## src/rtl/vec_irq_pkg.sv

```systemverilog
package vec_irq_pkg;
  localparam int unsigned NSRC  = 4;
  localparam int unsigned IDX_W = $clog2(NSRC);
  localparam int unsigned VEC_W = 10;

  typedef enum logic [IDX_W-1:0] {
    SRC_CMP = 2'd0,
    SRC_HI  = 2'd1,
    SRC_LO  = 2'd2,
    SRC_LVD = 2'd3
  } src_e;

  function automatic logic [VEC_W-1:0] vec_of(input logic [IDX_W-1:0] idx);
    case (src_e'(idx))
      SRC_CMP: vec_of = VEC_W'(12'h00F);
      SRC_HI:  vec_of = VEC_W'(12'h012);
      SRC_LO:  vec_of = VEC_W'(12'h015);
      default: vec_of = VEC_W'(12'h021);
    endcase
  endfunction
endpackage

```

## src/rtl/irq_flag_bank.sv

```systemverilog
module irq_flag_bank #(
  parameter int unsigned N = 4
) (
  input  logic         clk_i,
  input  logic         rst_ni,
  input  logic [N-1:0] evt_i,
  input  logic         wr_i,
  input  logic [N-1:0] wdata_i,
  output logic [N-1:0] flag_o
);
  for (genvar g = 0; g < N; g++) begin : g_flag
    logic clr;
    assign clr = wr_i & ~wdata_i[g];
    always_ff @(posedge clk_i or negedge rst_ni) begin
      if (!rst_ni)        flag_o[g] <= 1'b0;
      else if (evt_i[g])  flag_o[g] <= 1'b1;  // event beats clear
      else if (clr)       flag_o[g] <= 1'b0;
    end
  end
endmodule

```

## src/rtl/irq_prio_pick.sv

```systemverilog
module irq_prio_pick #(
  parameter int unsigned N     = 4,
  parameter int unsigned IDX_W = $clog2(N)
) (
  input  logic [N-1:0]     req_i,
  output logic             any_o,
  output logic [IDX_W-1:0] idx_o
);
  always_comb begin
    idx_o = '0;
    for (int i = N - 1; i >= 0; i--) begin
      if (req_i[i]) idx_o = IDX_W'(i);
    end
  end
  assign any_o = |req_i;
endmodule

```

## src/rtl/irq_shadow.sv

```systemverilog
module irq_shadow #(
  parameter int unsigned DATA_W = 8
) (
  input  logic              clk_i,
  input  logic              rst_ni,
  input  logic              save_i,
  input  logic              reti_i,
  input  logic [DATA_W-1:0] acc_i,
  input  logic [DATA_W-1:0] status_i,
  input  logic [DATA_W-1:0] fsr_i,
  output logic              restore_o,
  output logic [DATA_W-1:0] acc_o,
  output logic [DATA_W-1:0] status_o,
  output logic [DATA_W-1:0] fsr_o
);
  always_ff @(posedge clk_i or negedge rst_ni) begin
    if (!rst_ni) begin
      acc_o    <= '0;
      status_o <= '0;
      fsr_o    <= '0;
    end else if (save_i) begin
      acc_o    <= acc_i;
      status_o <= status_i;
      fsr_o    <= fsr_i;
    end
  end

  always_ff @(posedge clk_i or negedge rst_ni) begin
    if (!rst_ni) restore_o <= 1'b0;
    else         restore_o <= reti_i;
  end
endmodule

```

## src/rtl/vec_irq_unit.sv

```systemverilog
module vec_irq_unit
  import vec_irq_pkg::*;
#(
  parameter int unsigned DATA_W = 8
) (
  input  logic              clk_i,
  input  logic              rst_ni,
  input  logic [NSRC-1:0]   src_evt_i,
  input  logic              flag_wr_i,
  input  logic [NSRC-1:0]   flag_wdata_i,
  output logic [NSRC-1:0]   flag_o,
  input  logic              mask_wr_i,
  input  logic [NSRC-1:0]   mask_wdata_i,
  output logic [NSRC-1:0]   mask_o,
  input  logic              eni_i,
  input  logic              disi_i,
  input  logic              reti_i,
  input  logic              instr_done_i,
  input  logic [DATA_W-1:0] acc_i,
  input  logic [DATA_W-1:0] status_i,
  input  logic [DATA_W-1:0] fsr_i,
  output logic              irq_o,
  output logic              take_o,
  output logic [VEC_W-1:0]  vec_addr_o,
  output logic              gie_o,
  output logic              restore_o,
  output logic [DATA_W-1:0] acc_rst_o,
  output logic [DATA_W-1:0] status_rst_o,
  output logic [DATA_W-1:0] fsr_rst_o
);
  logic [NSRC-1:0]  live_req;
  logic             any_req;
  logic [IDX_W-1:0] win_idx;
  logic             take_now;

  irq_flag_bank #(.N(NSRC)) u_flags (
    .clk_i   (clk_i),
    .rst_ni  (rst_ni),
    .evt_i   (src_evt_i),
    .wr_i    (flag_wr_i),
    .wdata_i (flag_wdata_i),
    .flag_o  (flag_o)
  );

  always_ff @(posedge clk_i or negedge rst_ni) begin
    if (!rst_ni)        mask_o <= '0;
    else if (mask_wr_i) mask_o <= mask_wdata_i;
  end

  assign live_req = flag_o & mask_o;

  irq_prio_pick #(.N(NSRC), .IDX_W(IDX_W)) u_pick (
    .req_i (live_req),
    .any_o (any_req),
    .idx_o (win_idx)
  );

  assign irq_o    = gie_o & any_req;
  assign take_now = instr_done_i & irq_o;

  // take beats disable beats enable/return
  always_ff @(posedge clk_i or negedge rst_ni) begin
    if (!rst_ni)               gie_o <= 1'b0;
    else if (take_now)         gie_o <= 1'b0;
    else if (disi_i)           gie_o <= 1'b0;
    else if (eni_i || reti_i)  gie_o <= 1'b1;
  end

  always_ff @(posedge clk_i or negedge rst_ni) begin
    if (!rst_ni) begin
      take_o     <= 1'b0;
      vec_addr_o <= '0;
    end else begin
      take_o <= take_now;
      if (take_now) vec_addr_o <= vec_of(win_idx);
    end
  end

  irq_shadow #(.DATA_W(DATA_W)) u_shadow (
    .clk_i     (clk_i),
    .rst_ni    (rst_ni),
    .save_i    (take_now),
    .reti_i    (reti_i),
    .acc_i     (acc_i),
    .status_i  (status_i),
    .fsr_i     (fsr_i),
    .restore_o (restore_o),
    .acc_o     (acc_rst_o),
    .status_o  (status_rst_o),
    .fsr_o     (fsr_rst_o)
  );
endmodule

```

## config.mk

```make
export PLATFORM = sky130hd
export DESIGN_NAME = vec_irq_unit
export DESIGN_NICKNAME = d
export VERILOG_FILES = /design/src/rtl/vec_irq_pkg.sv /design/src/rtl/irq_flag_bank.sv /design/src/rtl/irq_prio_pick.sv /design/src/rtl/irq_shadow.sv /design/src/rtl/vec_irq_unit.sv
export SDC_FILE = /design/constraint.sdc
export NUM_CORES = 1
export LEC_CHECK = 0
export BUFFER_PORTS_ARGS = -buffer_cell sky130_fd_sc_hd__buf_2
export CAP_MARGIN = 15
export CORE_ASPECT_RATIO = 0.7
export CORE_MARGIN = 3
export CORE_UTILIZATION = 49
export DETAILED_ROUTE_END_ITERATION = 10
export GPL_TIMING_DRIVEN = 0
export PLACE_DENSITY = 0.91
export SYNTH_ARGS = -nofsm -noshare
export SYNTH_HDL_FRONTEND = slang
export SYNTH_HIERARCHICAL = 1
export SYNTH_SLANG_ARGS = --single-unit
export TNS_END_PERCENT = 5
```

## constraint.sdc

```tcl
create_clock -name clk_i -period 2.7 [get_ports clk_i]
set_input_delay 0.81 -clock clk_i [delete_from_list [all_inputs] [get_ports clk_i]]
set_output_delay 0.81 -clock clk_i [all_outputs]
set_load 0.005 [all_outputs]
```

==> run metrics, run 1 <==
Top Ports 90; worst hold stages 1; nets 261; Power Total 1.71 mW; # port buffers between 80 and 90; Clock Pin Slew Worst Setup and Hold Paths 70 ps; wire per inst about 14 µm; ANT cells 0; total overflow reported by the global router 0; Max Root-Sink Buffers 2; asr flop ratio synth 100%; fin crit period 2220 ps; Yosys top cell by area dfrtp_1; Clock Sinks 41; worst path arrival time 1410 ps; largest net degree at the start of global routing 42; number of buffers inserted by post-CTS setup repair 0; Psw 455 µW; worst reg2reg setup slack 940 ps; Final Hold Vio Count 0; WS Path Type reg -> out; Hold Buf Count CTS 0; post_cts resized 0; Slew HR a little over two fifths; setup TNS 0 ps; total number of vias roughly 1200; vias in the first global route ~1300; Syn Std Cell Area between 1500 and 2000 µm²; Multi-input gate area 691 µm²; unrepaired setup endpoints after global routing false; Synth top area share between 50% and 60%; CP Launch Type flop; routed wire length 3600 µm; run status completed; Global Route Usage Sum roughly 18%; CP startpoint u_flags/flag_o[3]; sequential power share roughly half; Reg-to-Reg Start u_flags/flag_o[0]; sequential cell area fraction in the yosys report 56.5%; crit share post-route 82.1%; most common cell in the netlist dfrtp_1; Synth cell types 21; worst slew pin tran approximately 860 ps; worst min path class reg -> reg; hold path startpoint u_flags/flag_o[2]; initial core utilization a little over half; Fillers between 200 and 300; worst min-delay path endpoint u_flags/flag_o[2]; H-tree lvl count 2; main area contributors after synthesis dfrtp_1 57%, mux2_4 19%, mux2_2 3.1%, ha_1 2.8%, buf_12 2.2%; Root Buffer Master clkbuf_8; Syn-to-layout area delta 31.7%; die area roughly 4500 µm²; switching share of total power 26.6%; Power Internal approximately 1.3 mW; Core ar. 3340 µm²; crit end category output port; die outline height between 50 and 60 µm; number of synthesized flops with an enable pin 0; clock network power share approximately 22%; Max Cap Viol 0; die width just under 80 µm; layout cells sized above 1 between 50% and 60%; Synth Register Bits 41; VDD IR-drop max 0.000484 V; CTS tree built; syn avg cell area around 15 µm²; post-route ant nets 0; worst reg2reg path depth 5; Most used DFF post-synth dfrtp_1; CTS buffer count 5; Clk Latency, worst-skew pair ~280 ps; standard-cell rows 17; first-pass GRT wire length 6110 µm; fin. max-slew vios 0; worst r2r dst vec_addr_o[4]; hpwl dp about 2800 µm; Logic pwr share 29.5%; clk_skew between 7 and 8 ps; TritonRoute pass-1 iters 3; gpl congestion ~0.73; Post-Syn Instances roughly 120; Max FO, Critical Path 3; final worst slack between 400 and 500 ps; Setup WS pre-CTS approximately 800 ps; PwrDens slightly above 700 nW/µm²; Via density 4.74; Leak 1.25 nW; Commonest cells post-synth 41 x dfrtp_1, 23 x mux2_4, 6 x inv_1; drt first-iter violations 42; Ys Warns 6; DRC Markers 0; setup violators final 0; register area 1030 µm²; fmax 451 MHz; antenna violations before repair 0; Worst Path Required 1890 ps
## through the flow
stage               instance area [µm²]  hold slack, ps  instances  utilization [%]
floorplan                          1830             488        121                -
global placement                   2310             480        253             69.2
detailed placement                 2310             485        253             69.2
CTS                                2390             502        261             71.6
global route                       2390             519        261             71.6
finish                             2390             501        261             71.6
## worst max-delay path, cell delays in order, from the launching register on
cell     delay, ps
dfrtp_1        400
and2_1         170
nor2_1         140
nand2_1        120
and2_1         160
buf_2          120
## power by group through the flow
stage                     logic (mW)  clock network, mW  registers, mW
final                          0.506              0.369          0.838
after detailed placement       0.509                  0          0.847
after floorplan                0.259                  0          0.860
after global placement         0.495                  0          0.839
after global routing           0.553              0.411          0.859
after CTS                      0.513              0.381          0.839
## per-layer routing
layer | up-vias | global-route usage, % | wire, µm
met4 | 0 | 6.73 | 46
met1 | 593 | 23.4 | 1600
met5 | - | 0 | 0
li1 | 577 | - | -
met2 | 59 | 28.4 | 1640
met3 | 7 | 4.81 | 322
## final cells by class
type | instances | area share (%)
flip-flops and latches | 41 | 42.9
clock buffers | 8 | 3.35
well taps | 47 | 2.46
multi-input cells | 66 | 28.9
plain buffers | 7 | 3.40
repair buffers | 85 | 17.8
inverters | 7 | 1.20
## flip-flops by register name, indices dropped and copies added (netlist names)
signal,flops
u_shadow/acc_o,8
u_shadow/status_o,8
gie_o,1
u_flags/flag_o,4
take_o,1
u_shadow/restore_o,1
vec_addr_o,6
mask_o,4
u_shadow/fsr_o,8
## kinds of logic after synthesis
kind of cell	after synthesis	share of synthesized area [%]
DFF	41	56.5
muxes	34	25.6
and+or+nand+nor	17	5.86
buffers and inverters	14	6.07
AOI/OAI and AO/OA	7	2.96
adders and majority gates	4	2.76
other	1	0.207
## layout by cell type (no fill, tap or decap)
master / count
clkbuf_1: 3
conb_1: 4
ha_1: 4
mux2_2: 5
mux2_1: 3
inv_1: 6
nor3_1: 3
a21o_1: 4
buf_6: 1
nand2_1: 1
buf_12: 2
mux2i_1: 3
and2_1: 5
o21bai_1: 2
clkbuf_8: 5
buf_4: 4
dfrtp_1: 41
nor2_1: 2
buf_2: 85
nand2b_1: 5
a21oi_2: 1
inv_4: 1
nand3_4: 1
mux2_4: 23
## worst max path at each step
stage / slack, ps / to / depth (start not counted)
after floorplan: 970 / irq_o / 4
after global placement: 810 / u_shadow/fsr_o[4] / 6
after detailed placement: 800 / u_shadow/acc_o[6] / 6
after CTS: 490 / irq_o / 5
after global routing: 410 / irq_o / 5
final: 480 / irq_o / 5
Note: power is estimated with default switching activity, not from simulation.
==> run 2: changes to the inputs <==
Settings changed: CORE_UTILIZATION 49 to 45, PLACE_DENSITY 0.91 to 0.85.
Clock period 2.7 ns to 2.2 ns, I/O delays scaled along.
==> run 2 against run 1 <==
Against the previous run:
- via count decreased by 2.7%
- highest routed layer unchanged
- sequential share of layout area decreased by 0.71 points
- worst hold slack got worse by 19 ps
- critical path depth unchanged
- clock-buffer cell count decreased by 1
==> run metrics, run 2 (same netlist as run 1, synthesis figures left out) <==
run status completed; CP Launch Type flop; nets between 200 and 300; Slowest-stage cell, CP dfrtp_1; DP Area approximately 2300 µm²; most frequent cells in the layout 85 x buf_2, 41 x dfrtp_1, 23 x mux2_4; routed wire length between 3000 and 4000 µm; total number of vias between 1000 and 1500; Syn-to-layout area delta 33.9%; crit share post-route about 94%; setup TNS 0 ps; DRC Markers 0; Clock Sinks 41; Final Util roughly 66%; layout cells sized above 1 between 60% and 70%; die area a little under 5000 µm²; setup violators final 0; H-tree lvl count 2; ANT cells 0; total overflow reported by the global router 0; Max Root-Sink Buffers 2; Top Ports 90; CP dominant cell by count and2_1; first-pass GRT wire length between 5000 and 6000 µm; fmax slightly below 500 MHz; PwrDens 924 nW/µm²; Via density around 4.6; maximum single-stage delay on the critical path roughly 400 ps; largest net degree at the start of global routing 42; CP Cell Sequence and2_1 -> nor2_1 -> nand2_1 -> and2_1 -> buf_2; Global Route Usage Sum roughly 16%; Power Total about 2.2 mW; unrepaired setup endpoints after global routing false; Setup WS pre-CTS ~450 ps; hpwl dp between 2000 and 3000 µm; Core ar. between 3000 and 4000 µm²; worst path arrival time 1400 ps; final worst slack between 100 and 150 ps; gpl congestion around 0.7; post_cts resized 0; worst min path class in -> async; Clk Latency, worst-skew pair 280 ps; Final Hold Vio Count 0; worst reg2reg setup slack roughly 430 ps; worst slew pin tran about 860 ps; Root Buffer Master clkbuf_8; CTS tree built; drt first-iter violations 11; standard-cell rows 18; Clock Pin Slew Worst Setup and Hold Paths 70 ps; CTS buffer count 5; number of buffers inserted by post-CTS setup repair 0; clk_skew about 5.6 ps; Slew HR ~43%; fin crit period around 2000 ps; post-route ant nets 0; initial core utilization roughly half; VDD IR-drop max about 0.0005 V; Leak around 1.3 nW; fin. max-slew vios 0; die width between 80 and 90 µm; Worst Path Required 1540 ps; crit end category output port; Fillers about 290; Max FO, Critical Path 3; wire per inst about 13 µm; TritonRoute pass-1 iters 3; WS Path Type reg -> out; post-route cell area approximately 2400 µm²; die outline height slightly below 60 µm; vias in the first global route ~1300; antenna violations before repair 0; # port buffers 85; top flop regs u_shadow/acc_o (8), u_shadow/fsr_o (8), u_shadow/status_o (8); Hold Buf Count CTS 0; Max Cap Viol 0; commonest non-fill, non-tap cell in the layout buf_2
==> run 2: cell count changes in the layout (fill, tap and decap cells not counted), sizes merged <==
cell,delta
bufinv,+1
clkbuf,-1
==> run 2: path summary, 6_finish.rpt <==
kind / cells past startpoint / to / start
max: 5 / irq_o / u_flags/flag_o[0]
max reg2reg: 8 / u_shadow/fsr_o[2] / u_flags/flag_o[0]
min reg2reg: 1 / u_shadow/acc_o[5] / u_shadow/acc_o[5]
max in group asynchronous: 1 / u_shadow/fsr_o[5] / rst_ni
min: 1 / u_shadow/acc_o[2] / rst_ni
min in group clk_i: 1 / u_shadow/restore_o / reti_i
==> run 2: where the power goes <==
group / internal (mW) / switching, mW / leakage [nW]
Clock: 0.370 / 0.237 / 0.0585
Combinational: 0.385 / 0.230 / 0.734
Sequential: 0.933 / 0.0928 / 0.478
==> run 2: critical path, delay by kind of cell, from the launching register on <==
kind / cells / cell delay (ps)
flops: 1 / 410
simple gates: 4 / 590
buf+inv: 1 / 120
==> run 2: cell type report <==
class,count,area (µm²),area share (%)
Inverter,7,28.8,1.18
Multi-Input combinational cell,66,691,28.4
Clock inverter,1,30.0,1.24
Buffer,7,81.3,3.35
Tap cell,50,62.6,2.57
Sequential cell,41,1030,42.2
Clock buffer,7,86.3,3.55
Timing Repair Buffer,85,425,17.5
==> run 2: through the flow <==
step / cells / hold slack (ps)
2_1_floorplan: 121 / 364
3_3_place_gp: 256 / 484
3_5_place_dp: 256 / 485
4_1_cts: 264 / 480
5_1_grt: 264 / 471
6_report: 264 / 482
==> run 2: routing by layer <==
metal | GRT usage [%] | routed length [µm] | vias up
li1 | - | - | 576
met1 | 18.6 | 1530 | 563
met2 | 27.0 | 1640 | 59
met3 | 4.56 | 301 | 5
met4 | 6.40 | 45 | 0
met5 | 0 | 0 | -
